--- src/rtl/cwa_pkg.sv ---
package cwa_pkg;

    typedef enum logic [1:0] {
        ST_HUNT   = 2'd0,
        ST_VERIFY = 2'd1,
        ST_LOCKED = 2'd2
    } lock_state_t;

endpackage

--- src/rtl/cwa_history.sv ---
// Serial history window; win[0] is the bit on the input in this cycle,
// win[i] is the bit received i cycles earlier.
module cwa_history #(
    parameter int WIN_W = 20
) (
    input  logic             clk,
    input  logic             rst,
    input  logic             ser_bit,
    output logic [WIN_W-1:0] win
);

    logic [WIN_W-2:0] hist_q;

    always_ff @(posedge clk) begin
        if (rst) begin
            hist_q <= '0;
        end else begin
            hist_q <= {hist_q[WIN_W-3:0], ser_bit};
        end
    end

    assign win = {hist_q, ser_bit};

endmodule

--- src/rtl/cwa_phase.sv ---
// Free-running word phase counter; never reloaded by alignment.
module cwa_phase #(
    parameter int WORD_W = 10,
    parameter int CNT_W  = 4
) (
    input  logic clk,
    input  logic rst,
    output logic strobe_now
);

    localparam logic [CNT_W-1:0] LAST = CNT_W'(WORD_W - 1);

    logic [CNT_W-1:0] cnt_q;

    always_ff @(posedge clk) begin
        if (rst) begin
            cnt_q <= '0;
        end else if (cnt_q == LAST) begin
            cnt_q <= '0;
        end else begin
            cnt_q <= cnt_q + 1'b1;
        end
    end

    assign strobe_now = (cnt_q == LAST);

endmodule

--- src/rtl/cwa_comma_scan.sv ---
// Checks the comma at every candidate word offset of the window.
// Offset k word bit j lives at win[WORD_W-1+k-j].
module cwa_comma_scan #(
    parameter int                WORD_W    = 10,
    parameter int                COMMA_W   = 7,
    parameter logic [COMMA_W-1:0] COMMA_PAT = 7'b1111100,
    parameter int                WIN_W     = 20,
    parameter int                OFF_W     = 4
) (
    input  logic [WIN_W-1:0] win,
    output logic             found,
    output logic [OFF_W-1:0] hit_idx
);

    logic [WORD_W-1:0] hit;

    for (genvar k = 0; k < WORD_W; k++) begin : g_off
        logic [COMMA_W-1:0] cand;
        for (genvar j = 0; j < COMMA_W; j++) begin : g_bit
            assign cand[j] = win[WORD_W-1+k-j];
        end
        assign hit[k] = (cand == COMMA_PAT);
    end

    always_comb begin
        hit_idx = '0;
        for (int k = WORD_W - 1; k >= 0; k--) begin
            if (hit[k]) begin
                hit_idx = OFF_W'(k);
            end
        end
    end

    assign found = |hit;

endmodule

--- src/rtl/cwa_word_mux.sv ---
// Selects the 10-bit word at a given offset out of the history window.
module cwa_word_mux #(
    parameter int WORD_W = 10,
    parameter int WIN_W  = 20,
    parameter int OFF_W  = 4
) (
    input  logic [WIN_W-1:0]  win,
    input  logic [OFF_W-1:0]  off,
    output logic [WORD_W-1:0] word
);

    logic [WORD_W-1:0] cands [WORD_W];

    for (genvar k = 0; k < WORD_W; k++) begin : g_off
        for (genvar j = 0; j < WORD_W; j++) begin : g_bit
            assign cands[k][j] = win[WORD_W-1+k-j];
        end
    end

    always_comb begin
        word = cands[0];
        for (int k = 0; k < WORD_W; k++) begin
            if (off == OFF_W'(k)) begin
                word = cands[k];
            end
        end
    end

endmodule

--- src/rtl/cwa_lock_fsm.sv ---
// Alignment lock machine: holds the boundary offset and the aligned flag.
module cwa_lock_fsm
    import cwa_pkg::*;
#(
    parameter int OFF_W = 4
) (
    input  logic             clk,
    input  logic             rst,
    input  logic             strobe_now,
    input  logic             found,
    input  logic [OFF_W-1:0] hit_idx,
    output logic [OFF_W-1:0] off_use,
    output logic             aligned_q
);

    lock_state_t      st_q, st_d;
    logic [OFF_W-1:0] off_q, off_d;
    logic             detect;

    assign detect = strobe_now && found;

    // state and offset register
    always_ff @(posedge clk) begin
        if (rst) begin
            st_q  <= ST_HUNT;
            off_q <= '0;
        end else begin
            st_q  <= st_d;
            off_q <= off_d;
        end
    end

    // transitions
    always_comb begin
        st_d  = st_q;
        off_d = off_q;
        if (detect) begin
            unique case (st_q)
                ST_HUNT: begin                      // HUNT_TO_VERIFY
                    st_d  = ST_VERIFY;
                    off_d = hit_idx;
                end
                ST_VERIFY: begin
                    if (hit_idx == off_q) begin     // VERIFY_CONFIRM
                        st_d = ST_LOCKED;
                    end else begin                  // VERIFY_RELOAD
                        off_d = hit_idx;
                    end
                end
                ST_LOCKED: begin
                    if (hit_idx != off_q) begin     // LOCKED_SLIP
                        st_d  = ST_VERIFY;
                        off_d = hit_idx;
                    end                             // else LOCKED_HOLD
                end
                default: begin
                    st_d  = ST_HUNT;
                    off_d = '0;
                end
            endcase
        end
    end

    // outputs
    always_ff @(posedge clk) begin
        if (rst) begin
            aligned_q <= 1'b0;
        end else begin
            aligned_q <= (st_d == ST_LOCKED);
        end
    end

    assign off_use = detect ? hit_idx : off_q;

endmodule

--- src/rtl/comma_word_aligner.sv ---
module comma_word_aligner #(
    parameter int                 WORD_W    = 10,
    parameter int                 COMMA_W   = 7,
    parameter logic [COMMA_W-1:0] COMMA_PAT = 7'b1111100
) (
    input  logic              clk,
    input  logic              rst,
    input  logic              ser_bit,
    output logic [WORD_W-1:0] word_out,
    output logic              word_stb,
    output logic              comma_seen,
    output logic              aligned
);

    localparam int WIN_W = 2 * WORD_W;
    localparam int OFF_W = $clog2(WORD_W);

    logic [WIN_W-1:0]  win;
    logic              strobe_now;
    logic              found;
    logic [OFF_W-1:0]  hit_idx;
    logic [OFF_W-1:0]  off_use;
    logic [WORD_W-1:0] sel_word;

    cwa_history #(.WIN_W(WIN_W)) u_hist (
        .clk     (clk),
        .rst     (rst),
        .ser_bit (ser_bit),
        .win     (win)
    );

    cwa_phase #(.WORD_W(WORD_W), .CNT_W(OFF_W)) u_phase (
        .clk        (clk),
        .rst        (rst),
        .strobe_now (strobe_now)
    );

    cwa_comma_scan #(
        .WORD_W    (WORD_W),
        .COMMA_W   (COMMA_W),
        .COMMA_PAT (COMMA_PAT),
        .WIN_W     (WIN_W),
        .OFF_W     (OFF_W)
    ) u_scan (
        .win     (win),
        .found   (found),
        .hit_idx (hit_idx)
    );

    cwa_lock_fsm #(.OFF_W(OFF_W)) u_fsm (
        .clk        (clk),
        .rst        (rst),
        .strobe_now (strobe_now),
        .found      (found),
        .hit_idx    (hit_idx),
        .off_use    (off_use),
        .aligned_q  (aligned)
    );

    cwa_word_mux #(.WORD_W(WORD_W), .WIN_W(WIN_W), .OFF_W(OFF_W)) u_mux (
        .win  (win),
        .off  (off_use),
        .word (sel_word)
    );

    always_ff @(posedge clk) begin
        if (rst) begin
            word_out   <= '0;
            word_stb   <= 1'b0;
            comma_seen <= 1'b0;
        end else begin
            word_stb   <= strobe_now;
            comma_seen <= strobe_now && found;
            if (strobe_now) begin
                word_out <= sel_word;
            end
        end
    end

endmodule

--- config.mk ---
export PLATFORM = sky130hd
export DESIGN_NAME = comma_word_aligner
export DESIGN_NICKNAME = d
export VERILOG_FILES = /design/src/rtl/cwa_pkg.sv /design/src/rtl/cwa_history.sv /design/src/rtl/cwa_phase.sv /design/src/rtl/cwa_comma_scan.sv /design/src/rtl/cwa_word_mux.sv /design/src/rtl/cwa_lock_fsm.sv /design/src/rtl/comma_word_aligner.sv
export SDC_FILE = /design/constraint.sdc
export NUM_CORES = 1
export LEC_CHECK = 0
export BUFFER_PORTS_ARGS = -buffer_cell sky130_fd_sc_hd__buf_2
export CAP_MARGIN = 20
export CORE_MARGIN = 2
export CORE_UTILIZATION = 40
export CTS_CLUSTER_SIZE = 28
export DETAILED_ROUTE_END_ITERATION = 10
export GPL_ROUTABILITY_DRIVEN = 1
export SLEW_MARGIN = 20
export SYNTH_ARGS = -nofsm -noshare
export SYNTH_HDL_FRONTEND = slang
export SYNTH_SLANG_ARGS = --single-unit
export TNS_END_PERCENT = 30
--- constraint.sdc ---
create_clock -name clk -period 6.2 [get_ports clk]
set_input_delay 0.62 -clock clk [delete_from_list [all_inputs] [get_ports clk]]
set_output_delay 0.62 -clock clk [all_outputs]
set_load 0.03 [all_outputs]
# After elaboration in Yosys (flattened, before gate mapping)
# Index checks and enable logic that the tools add are counted.
[word_totals]
elab_cells = 68
output_inout_bits = 13
input_bits = 3
ff_bits = 41
[op_classes]
mux = 27
n_eq_ne = 27
n_reduce_logical = 5
add_sub_neg = 1
[op_table]
columns = ["cell", "count"]
rows = [
  ["10-bit two-way mux", 9],
  ["7-bit equality test, second input constant", 10],
  ["4-bit two-way mux", 13],
  ["4-bit by 3-bit equality test with 1-bit output, second input constant", 4],
  ["4-bit equality test, second input constant", 3],
  ["4-bit one-hot mux with 3 select lines", 1],
  ["10-bit OR reduction", 1],
  ["4-bit by 2-bit equality test with 1-bit output, second input constant", 2],
  ["2-bit two-way mux", 3],
  ["2-bit one-hot mux with 3 select lines", 1],
  ["4-bit by 1-bit adder with 4-bit output, second input constant", 1],
  ["2-bit equality test, second input constant", 2],
  ["4-bit by 1-bit equality test with 1-bit output, second input constant", 1],
  ["4-bit equality test", 1],
  ["4-bit != test", 1],
  ["3-bit AND reduction", 1],
  ["2-bit by 1-bit equality test with 1-bit output, second input constant", 1],
  ["2-bit logical NOT", 1],
  ["2-bit by 1-bit != test with 1-bit output, second input constant", 1],
  ["2-bit != test, second input constant", 1],
  ["2-bit OR reduction", 1],
  ["1-bit logical AND", 1],
]

# Depth between registers and ports, before layout
# Gate-level depths: netlist of run 1.
[logic_depth]
ltp_word = 22
mapped_depth = 12
mapped_depth_nobuf = 11

# Hierarchy
# From an unflattened synthesis of run 1, not the netlist that was laid out.
[hier_totals]
cells_unflattened = 388
hier_area_um2 = 2997.9
[by_module_without_submodules]
columns = ["mod", "instances", "area_per_inst_um2", "cells_each", "seq_area_each_um2"]
rows = [
  ["cwa_word_mux", 1, 1183.6, 195, 0.0],
  ["cwa_history", 1, 524.3, 40, 380.4],
  ["cwa_lock_fsm", 1, 450.4, 54, 140.1],
  ["comma_word_aligner", 1, 405.4, 36, 240.2],
  ["cwa_comma_scan", 1, 250.2, 43, 0.0],
  ["cwa_phase", 1, 183.9, 20, 80.1],
]

# Worst setup path after synthesis of run 1
# Ideal clock, no wire load.
[synth_timing]
path_kind = "reg2reg"
start = "register u_hist.hist_q[7]"
end = "register word_out[8]"
synth_period_minus_slack_ns = 2.700
t_required_ns = 6.066
setup_time_ns = 0.134
path_buffers = 1
t_arrival_ns = 2.566
stages_incl_launch_ff = 11
slack_ns = 3.500
cell_sequence = "dfxtp_1 > buf_6 > nor2b_1 > o211a_1 > or4_1 > o211ai_2 > o32a_1 > nand2_1 > a221o_1 > o2111ai_1 > a21oi_1"
[synth_between]
elab_chain_cells = 18
elab_cells_between_ends = 33
cone_classes = "15 x eq/ne; 16 x mux; 2 x reduce/logical"
[synth_lines]
columns = ["item", "line", "source"]
rows = [
  ["start: declaration", "cwa_history.sv:12", "logic [WIN_W-2:0] hist_q;"],
  ["start signal: assignment", "cwa_history.sv:18", "hist_q <= {hist_q[WIN_W-3:0], ser_bit};"],
  ["7-bit equality test", "cwa_comma_scan.sv:22", "assign hit[k] = (cand == COMMA_PAT);"],
  ["4-bit two-way mux (6 in a row)", "cwa_comma_scan.sv:28", "if (hit[k]) begin"],
  ["4-bit two-way mux", "cwa_lock_fsm.sv:73", "assign off_use = detect ? hit_idx : off_q;"],
  ["4-bit by 1-bit equality test with 1-bit output", "cwa_word_mux.sv:23", "if (off == OFF_W'(k)) begin"],
  ["10-bit two-way mux (8 in a row)", "cwa_word_mux.sv:23", ""],
  ["10-bit two-way mux (*)", "cwa_word_mux.sv:23", ""],
  ["end signal: assignment", "comma_word_aligner.sv:75", "word_out <= sel_word;"],
  ["end: declaration", "comma_word_aligner.sv:9", "output logic [WORD_W-1:0] word_out,"],
]
# Every way passes the cells marked *; elsewhere a longest branch is shown, timed or not.
# A chain may end at the register's enable or synchronous reset.

# Worst setup path after layout of run 1
[layout_timing]
start = "register u_hist.hist_q[10]"
end = "register word_out[7]"
[layout_between]
elab_chain_cells = 21
elab_cells_between_ends = 37
cone_classes = "16 x eq/ne; 19 x mux; 2 x reduce/logical"
[layout_lines]
columns = ["item", "line"]
rows = [
  ["7-bit equality test", "cwa_comma_scan.sv:22"],
  ["4-bit two-way mux (9 in a row)", "cwa_comma_scan.sv:28"],
  ["4-bit two-way mux", "cwa_lock_fsm.sv:73"],
  ["4-bit by 1-bit equality test with 1-bit output", "cwa_word_mux.sv:23"],
  ["10-bit two-way mux (8 in a row)", "cwa_word_mux.sv:23"],
  ["10-bit two-way mux (*)", "cwa_word_mux.sv:23"],
]
# Marked as above.

==> results of run 1 <==
## Yosys cell counts, types with 4 or more instances
library cell | instances | area, µm²
a21oi_1 | 8 | 40.0
a221o_1 | 5 | 50.1
a221oi_1 | 4 | 35.0
a22o_1 | 10 | 87.6
a22oi_1 | 18 | 135
a31oi_1 | 5 | 31.3
buf_2 | 8 | 40.0
clkbuf_1 | 12 | 45.0
dfxtp_1 | 41 | 821
inv_1 | 14 | 52.6
nand2_1 | 27 | 101
nand2b_1 | 4 | 25.0
nand3_1 | 5 | 25.0
nand4_1 | 5 | 31.3
nor2_1 | 35 | 131
nor2b_1 | 14 | 87.6
nor3_1 | 8 | 40.0
nor4_1 | 4 | 25.0
o211ai_1 | 7 | 52.6
o21ai_0 | 10 | 50.1
o221ai_1 | 5 | 43.8
o22ai_1 | 7 | 43.8
xnor2_1 | 5 | 43.8
## critical path: stages, from the launching register on
cell       delay, ns
dfxtp_1         0.76
nand4_1         0.23
a2111oi_2       0.60
or4_1           0.26
o211ai_2        0.13
o22ai_1         0.89
and2_1          0.50
a211oi_1        0.19
o211ai_1        0.15
nand2_1         0.08
## logic make-up (layout without fill, tap and decap cells)
group / Yosys count / after routing / share of synthesized area, %
flops: 41 / 41 / 29.8
buf+inv: 39 / 39 / 6.00
xor+xnor: 6 / 6 / 1.91
mux: 2 / 2 / 0.727
simple gates: 116 / 116 / 21.0
compound gates: 131 / 131 / 39.6
fa+ha+maj: 2 / 2 / 0.909
## through the flow
step | hold slack, ns | utilization (%)
2_1_floorplan | 0.460 | -
3_3_place_gp | 0.476 | 42.1
3_5_place_dp | 0.473 | 42.1
4_1_cts | 0.494 | 43.9
5_1_grt | 0.520 | 43.9
6_report | 0.494 | 43.9
## routing by layer
metal  up-vias  routed length (µm)  part of all wire [%]
met2       156                3820                    44
met4         0                 233                   2.7
li1       1320                   -                     -
met1      1367                3930                    46
met5         -                   0                     0
met3        23                 605                   7.0
## where the power goes
| group | switching [W] | total, W | internal (W) |
|---|---|---|---|
| clock | 0.000102 | 0.000233 | 0.000131 |
| combinational | 0.0000104 | 0.0000157 | 0.00000536 |
| sequential | 0.00000305 | 0.000269 | 0.000266 |
## cell usage in the layout, fill, tap and decap left out, types with 5 or more instances in the layout
master | synthesis | final
nor2b_1 | 14 | 14
a221o_1 | 5 | 5
a31oi_1 | 5 | 5
nor2_1 | 35 | 35
clkbuf_8 | 0 | 6
o21ai_0 | 10 | 10
nand2_1 | 27 | 27
inv_1 | 14 | 14
nand4_1 | 5 | 5
a22oi_1 | 18 | 18
dfxtp_1 | 41 | 41
a22o_1 | 10 | 10
o22ai_1 | 7 | 7
a21oi_1 | 8 | 8
buf_2 | 8 | 15
o211ai_1 | 7 | 7
nand3_1 | 5 | 5
xnor2_1 | 5 | 5
o221ai_1 | 5 | 5
nor3_1 | 8 | 8
## area by class of cell
| class | instances | area (µm²) |
|---|---|---|
| clock buffers | 6 | 82.6 |
| clock inverters | 2 | 37.5 |
| fillers | 674 | 3770 |
| inverters | 14 | 52.6 |
| multi-input cells | 257 | 1770 |
| flip-flops and latches | 41 | 821 |
| well taps | 80 | 100 |
| repair buffers | 17 | 90.1 |
## worst min-delay path by stage
stage	from	to	depth (start not counted)
detailed placement	word_out[0]	word_out[0]	2
global placement	word_out[0]	word_out[0]	2
global route	u_hist.hist_q[0]	u_hist.hist_q[1]	1
finish	u_hist.hist_q[0]	u_hist.hist_q[1]	1
CTS	word_out[0]	word_out[0]	2
floorplan	u_hist.hist_q[0]	u_hist.hist_q[1]	1
## flip-flops by register name, indices dropped and copies added (netlist names)
signal / cells
u_phase.cnt_q: 4
comma_seen: 1
u_hist.hist_q: 18
u_fsm.off_q: 4
u_fsm.st_q: 2
u_fsm.aligned_q: 1
word_out: 10
word_stb: 1
==> out/metrics.yaml, run 1 <==
gp_congestion: 0.980
via_count: 2866
cp-start-kind: "flip-flop"
cts.repair.resized: 0
drt-total-wl_um: 8580
synth_edf_count: 0
p_leak_nw: 1.02
placed_cell_area_um2: 2830
rr_worst_depth: 9
hpwl_um: 5910
syn2layout_area_growth_pct: 7.18
cts-buffers-inserted: 5
ctsHoldBuffers: 0
fmax_mhz: 257
clock-sinks: 41
post-route-drc-count: 0
slew_viol_final: 0
grt.met3_usage_pct: 4.17
grt_max_degree: 35
antennaDiodeCount: 0
busiest_layer: "met2"
fin_setup_tns_ns: 0
first_iter_violations: 408
syn_inst: 337
min_path_type: "flip-flop to flip-flop"
crit_required_ns: 6.41
grt_setup_unrepaired: "no"
grt_first_pass_wirelength_um: 13900
initial_core_util_pct: 41.0
ys_types: 70
synth_ff_type: "dfxtp_1"
synth_warnings: 0
antenna_found_initial: 0
hold_viol_final: 0
dieHeight_um: 87.0
post-route-period-util_pct: 62.7
track_usage_pct: 23.6
p_per_area_nw_per_um2: 176
clk_latency_ns: 0.31
grt_overflow: 0
clk_pin_slew_ns: 0.09
ys_ff_latch: 41
htree_levels: 2
syn_area_per_cell_um2: 8.17
synthArstFlopShare_pct: 0
critical_path_class: "flip-flop to flip-flop"
drtAntennaViolNets: 0
fin_area_um2: 2950
finalWorstSetupSlack_ns: 2.31
use_met2_pct: 34.3
reg2reg_slack_ns: 2.31
synth_area_um2: 2750
power.total_w: 0.000518
cts_root_buf: "clkbuf_8"
drv_cap: 0
vias_per_cell: 6.87
syn-num-nets: 342
cts_tree: "built"
die-area_um2: 7560
worstSetupStartpoint: "u_hist.hist_q[10]"
layout.cells.non_filler: 417
peakVddDrop_mv: 0.0998
portBuffers: 15
fin_crit_ns: 3.89
grt_pass1_vias: 2542
die_x_um: 87.0
setup_viol: 0
place_worst_setup_slack_ns: 2.46
status: "finished clean"
placed_cells: 409
critPathArrivalTime_ns: 4.09
clock_path_buffers: 2
avgRoutedWirePerCell_um: 20.6
cts_setup_buffers: 0
dr.pass1.iters: 5
crit_end: "word_out[7]"
use_met1_pct: 34.1
fin_skew_ns: 0.0143
slew_headroom_pct: 25.6
r2r_end: "word_out[7]"
io_pins: 16
crit_fanout: 16
cp-end-kind: "flip-flop"
finalNetCount: 341
rows: 30
core_um2: 6720
worstMarginPinSlew_ns: 1.12
synth_seq_area_share_pct: 29.8
r2r-start: "u_hist.hist_q[10]"
layout-drive-gt1-share_pct: 12.8
Power figures use the tool's default switching activity.
==> run 2: changes to the inputs <==
Clock period 6.2 ns to 3.93 ns, I/O delays scaled along.
==> out/metrics.yaml, run 2 (synthesis gave the netlist of run 1 again) <==
status: "finished clean"
dieHeight_um: 87.0  # unchanged
final_common_cell: "dfxtp_1"
p_per_area_nw_per_um2: 282  # +60%
critical_path_class: "flip-flop to flip-flop"
finalNetCount: 351  # +2.9%
dr.pass1.iters: 5  # unchanged
gp_congestion: 0.925  # -5.7%
grt_max_degree: 35  # unchanged
crit_fanout: 15  # -1
core_um2: 6720  # unchanged
syn2layout_area_growth_pct: 10.4
peakVddDrop_mv: 0.163  # +64%
die_x_um: 87.0  # unchanged
cp-end-kind: "flip-flop"
cts_root_buf: "clkbuf_8"
drtAntennaViolNets: 0  # unchanged
setup_viol: 0  # unchanged
track_usage_pct: 22.7  # -0.91 points
grt_first_pass_wirelength_um: 13600  # -2.3%
via_count: 2865  # -0.035%
fin_skew_ns: 0.00718  # -0.00717 ns
layout-drive-gt1-share_pct: 15.3  # +2.5 points
grt_pass1_vias: 2579  # +1.5%
clk_latency_ns: 0.30  # about the same
largest_reg_flops: 18  # unchanged
slew_headroom_pct: 49.1  # +23 points
p_leak_nw: 1.08  # +6.0%
drt-total-wl_um: 8420  # -2.0%
io_pins: 16  # unchanged
fin_crit_ns: 3.55  # -0.345 ns
critPathArrivalTime_ns: 3.73  # -0.36 ns
layout.cells.non_filler: 427  # +2.4%
largest_register: "u_hist.hist_q"
slew_viol_final: 0  # unchanged
hpwl_um: 6050  # +2.4%
top_regs: "u_hist.hist_q: 18 flops, word_out: 10 flops"
grt_setup_unrepaired: "no"
clock_path_buffers: 2  # unchanged
portBuffers: 15  # unchanged
placed_cells: 419  # +2.4%
fin_setup_tns_ns: 0  # unchanged
post-route-period-util_pct: 90.2  # +27 points
avgRoutedWirePerCell_um: 19.7  # -4.3%
htree_levels: 2  # unchanged
cts_tree: "built"
hold_viol_final: 0  # unchanged
drv_cap: 0  # unchanged
vias_per_cell: 6.71  # -2.4%
clk_pin_slew_ns: 0.08  # about the same
final_cell_mix: "41 x dfxtp_1, 35 x nor2_1, 27 x nand2_1, 18 x a22oi_1, 15 x buf_2"
worstMarginPinSlew_ns: 0.764  # -0.352 ns
clock-sinks: 41  # unchanged
hold_ws_ns: 0.332  # -0.162 ns
antennaDiodeCount: 0  # unchanged
die-area_um2: 7560  # unchanged
min_path_type: "input pin to flip-flop"
cts.repair.resized: 0  # unchanged
crit_required_ns: 4.12  # -2.29 ns
cts_setup_buffers: 0  # unchanged
initial_core_util_pct: 41.0  # unchanged
rows: 30  # unchanged
cts-buffers-inserted: 5  # unchanged
first_iter_violations: 408  # unchanged
ctsHoldBuffers: 0  # unchanged
post-route-drc-count: 0  # unchanged
grt_overflow: 0  # unchanged
cp-start-kind: "flip-flop"
antenna_found_initial: 0  # unchanged
fmax_mhz: 282  # +9.7%
-- run 2: changes by cell type in the layout (fill, tap and decap cells not counted) --
cell	before	now
buf_4	2	12
bufinv_16	1	2
clkbuf_8	6	5
clkinv_2	0	1
clkinvlp_4	1	0
-- run 2: final timing paths --
check | startpoint | endpoint | slack (ns) | cells past startpoint
worst min register to register | u_hist.hist_q[0] | u_hist.hist_q[1] | 0.50 | 1
worst max register to register | u_hist.hist_q[11] | word_out[9] | 0.38 | 9
worst min-delay path | ser_bit | u_hist.hist_q[0] | 0.33 | 2
worst max-delay path | u_hist.hist_q[11] | word_out[9] | 0.38 | 9
-- run 2: worst max-delay path, stage by stage, from the launching register on --
cell and delay (ns):
dfxtp_1 0.69, nand4_1 0.28, a2111oi_4 0.53, or4_1 0.25, o211ai_2 0.12, o22ai_1 0.63
and2_1 0.51, a311oi_1 0.20, o211ai_1 0.14, nand2_1 0.08
-- run 2: power by group --
| group | internal [W] | switching [W] |
|---|---|---|
| logic | 0.00000842 | 0.0000162 |
| clock network | 0.000252 | 0.000155 |
| registers | 0.000420 | 0.00000481 |
-- run 2: area by class of cell --
| class | count | area, µm² |
|---|---|---|
| flip-flops and latches | 41 | 821 |
| multi-input cells | 257 | 1770 |
| clock inverters | 3 | 65.1 |
| inverters | 14 | 52.6 |
| repair buffers | 27 | 165 |
| fillers | 655 | 3680 |
| well taps | 80 | 100 |
| clock buffers | 5 | 68.8 |
-- run 2: metrics by stage --
step | area (µm²) | total power (W) | util (%) | setup WS (ns)
final | 3040 | 0.000856 | 45.3 | 0.385
after global routing | 3040 | 0.000882 | 45.3 | 0.165
after CTS | 3040 | 0.000866 | 45.3 | 0.484
after detailed placement | 2910 | 0.000459 | 43.3 | 0.511
after global placement | 2910 | 0.000459 | 43.3 | 0.564
after floorplan | 2750 | 0.000451 | - | 1.23
-- run 2: layer usage --
| layer | part of all wire [%] | vias to the layer above | GRT usage (%) | routed length [µm] |
|---|---|---|---|---|
| met1 | 46 | 1335 | 33.2 | 3830 |
| met5 | 0 | - | 0 | 0 |
| met2 | 43 | 180 | 33.4 | 3650 |
| met4 | 2.7 | 0 | 7.53 | 230 |
| li1 | - | 1327 | - | - |
| met3 | 8.4 | 23 | 3.98 | 707 |
==> run 3: changes to the inputs <==
Settings changed: BUFFER_PORTS_ARGS -buffer_cell sky130_fd_sc_hd__buf_2 to -buffer_cell sky130_fd_sc_hd__clkbuf_2, SKIP_CTS_REPAIR_TIMING set to 1.
==> out/metrics.yaml, run 3 (synthesis gave the netlist of run 1 again) <==
status: "finished clean"
io_pins: 16  # unchanged
fin_area_um2: 3030  # -0.25%
clk_latency_ns: 0.30  # about the same
cp-start-kind: "flip-flop"
core_um2: 6720  # unchanged
p_leak_nw: 1.06  # -1.5%
crit_required_ns: 4.13  # about the same
drt-total-wl_um: 8680  # +3.2%
rows: 30  # unchanged
avgRoutedWirePerCell_um: 20.4  # +3.4%
critical_path_class: "flip-flop to flip-flop"
hold_viol_final: 0  # unchanged
worstMarginPinSlew_ns: 0.760  # -0.00422 ns
placed_cells: 418  # -0.24%
p_per_area_nw_per_um2: 283  # +0.40%
largest_reg_flops: 18  # unchanged
cts_tree: "built"
fin_util_pct: 45.1  # -0.11 points
r2r_end: "word_out[9]"
vias_per_cell: 6.76  # +0.76%
post-route-drc-count: 0  # unchanged
crit_fanout: 15  # unchanged
drtAntennaViolNets: 0  # unchanged
peakVddDrop_mv: 0.117  # -28%
hold_ws_ns: 0.326  # -0.00574 ns
cts_root_buf: "clkbuf_8"
hpwl_um: 6300  # +4.1%
cp_cell_sequence: "nand4_1 > a2111oi_4 > or4_1 > o211ai_2 > o22ai_1 > and2_1 > a311oi_1 > o211ai_1 > nand2_1"
grt_pass1_vias: 2529  # -1.9%
fin_crit_ns: 3.57  # +0.0234 ns
whs_endpoint: "u_hist.hist_q[0]"
dieHeight_um: 87.0  # unchanged
fmax_mhz: 280  # -0.65%
layout-drive-gt1-share_pct: 15.0  # -0.24 points
slew_headroom_pct: 49.3  # +0.28 points
top_regs: "u_hist.hist_q: 18 flops, word_out: 10 flops"
layout.cells.non_filler: 426  # -0.23%
layout.area.seq_um2: 821  # unchanged
track_usage_pct: 23.3  # +0.58 points
fin_setup_tns_ns: 0  # unchanged
clk_pin_slew_ns: 0.08  # about the same
die-area_um2: 7560  # unchanged
min_path_type: "input pin to flip-flop"
clock_path_buffers: 2  # unchanged
gp_congestion: 0.930  # +0.54%
first_iter_violations: 467  # +14%
cts-buffers-inserted: 5  # unchanged
multi_input_area_um2: 1770  # unchanged
crit_path_top_delay_cell: "dfxtp_1"
grt_first_pass_wirelength_um: 13600  # +0.46%
cp-end-kind: "flip-flop"
post-route-period-util_pct: 90.8  # +0.59 points
htree_levels: 2  # unchanged
final_common_cell: "dfxtp_1"
reg2reg_slack_ns: 0.36  # -0.02 ns
grt_setup_unrepaired: "no"
portBuffers: 15  # unchanged
grt_max_degree: 35  # unchanged
setup_viol: 0  # unchanged
antennaDiodeCount: 0  # unchanged
finalNetCount: 350  # -0.28%
via_count: 2880  # +0.52%
whs_path_depth: 2  # unchanged
final_cell_mix: "41 x dfxtp_1, 35 x nor2_1, 27 x nand2_1, 18 x a22oi_1, 15 x clkbuf_2"
dr.pass1.iters: 6  # +1
placed_cell_area_um2: 2900  # -0.26%
nFillCells: 664  # +1.4%
min_from: "ser_bit"
drv_cap: 0  # unchanged
fin_skew_ns: 0.00376  # -0.00342 ns
initial_core_util_pct: 41.0  # unchanged
syn2layout_area_growth_pct: 10.1
slowest_delay_ns: 0.70  # about the same
antenna_found_initial: 0  # unchanged
grt_overflow: 0  # unchanged
largest_register: "u_hist.hist_q"
slew_viol_final: 0  # unchanged
r2r-start: "u_hist.hist_q[11]"
die_x_um: 87.0  # unchanged
critPathArrivalTime_ns: 3.77  # +0.04 ns
rr_worst_depth: 9  # unchanged
clock-sinks: 41  # unchanged
## run 3: cell count changes in the layout (fill, tap and decap cells not counted)
cell | previous run | this run
buf_4 | 12 | 11
clkbuf_2 | 0 | 15
buf_2 | 15 | 0
## run 3: metrics by stage
| stage | worst slack (ns) | total power, W |
|---|---|---|
| 2_1_floorplan | 1.23 | 0.000451 |
| 3_3_place_gp | 0.461 | 0.000459 |
| 3_5_place_dp | 0.498 | 0.000459 |
| 4_1_cts | 0.480 | 0.000866 |
| 5_1_grt | 0.167 | 0.000886 |
| 6_report | 0.362 | 0.000858 |
## run 3: layer usage
metal  vias up  global-route usage, %  wire length (µm)
li1       1330                      -                 -
met1      1358                   32.9              3920
met2       169                   35.0              3720
met3        23                   4.74               796
met4         0                   8.24               251
met5         -                      0                 0
## run 3: report_power, final
| part | switching (W) | internal (W) |
|---|---|---|
| Combinational | 0.0000161 | 0.00000850 |
| Sequential | 0.00000483 | 0.000420 |
| Clock | 0.000156 | 0.000252 |
## run 3: final cells by class
type	instances	area share (%)
multi-input cells	257	58.3
flip-flops and latches	41	27.1
repair buffers	26	5.20
well taps	80	3.30
clock buffers	5	2.27
clock inverters	3	2.15
inverters	14	1.73
## run 3: critical path: cells and delay by family (launching register included)
| kind | cells | cell delay, ns |
|---|---|---|
| simple gates | 4 | 1.13 |
| compound gates | 5 | 1.62 |
| flops | 1 | 0.70 |
## run 3: how the worst max path moves through the flow
stage	slack, ns	depth (start not counted)	start	endpoint
floorplan	1.23	10	u_hist.hist_q[7]	word_out[8]
global placement	0.46	9	u_hist.hist_q[10]	word_out[9]
detailed placement	0.50	8	u_hist.hist_q[10]	word_out[8]
CTS	0.48	9	u_hist.hist_q[11]	word_out[9]
global route	0.17	9	u_hist.hist_q[10]	word_out[9]
finish	0.36	9	u_hist.hist_q[11]	word_out[9]
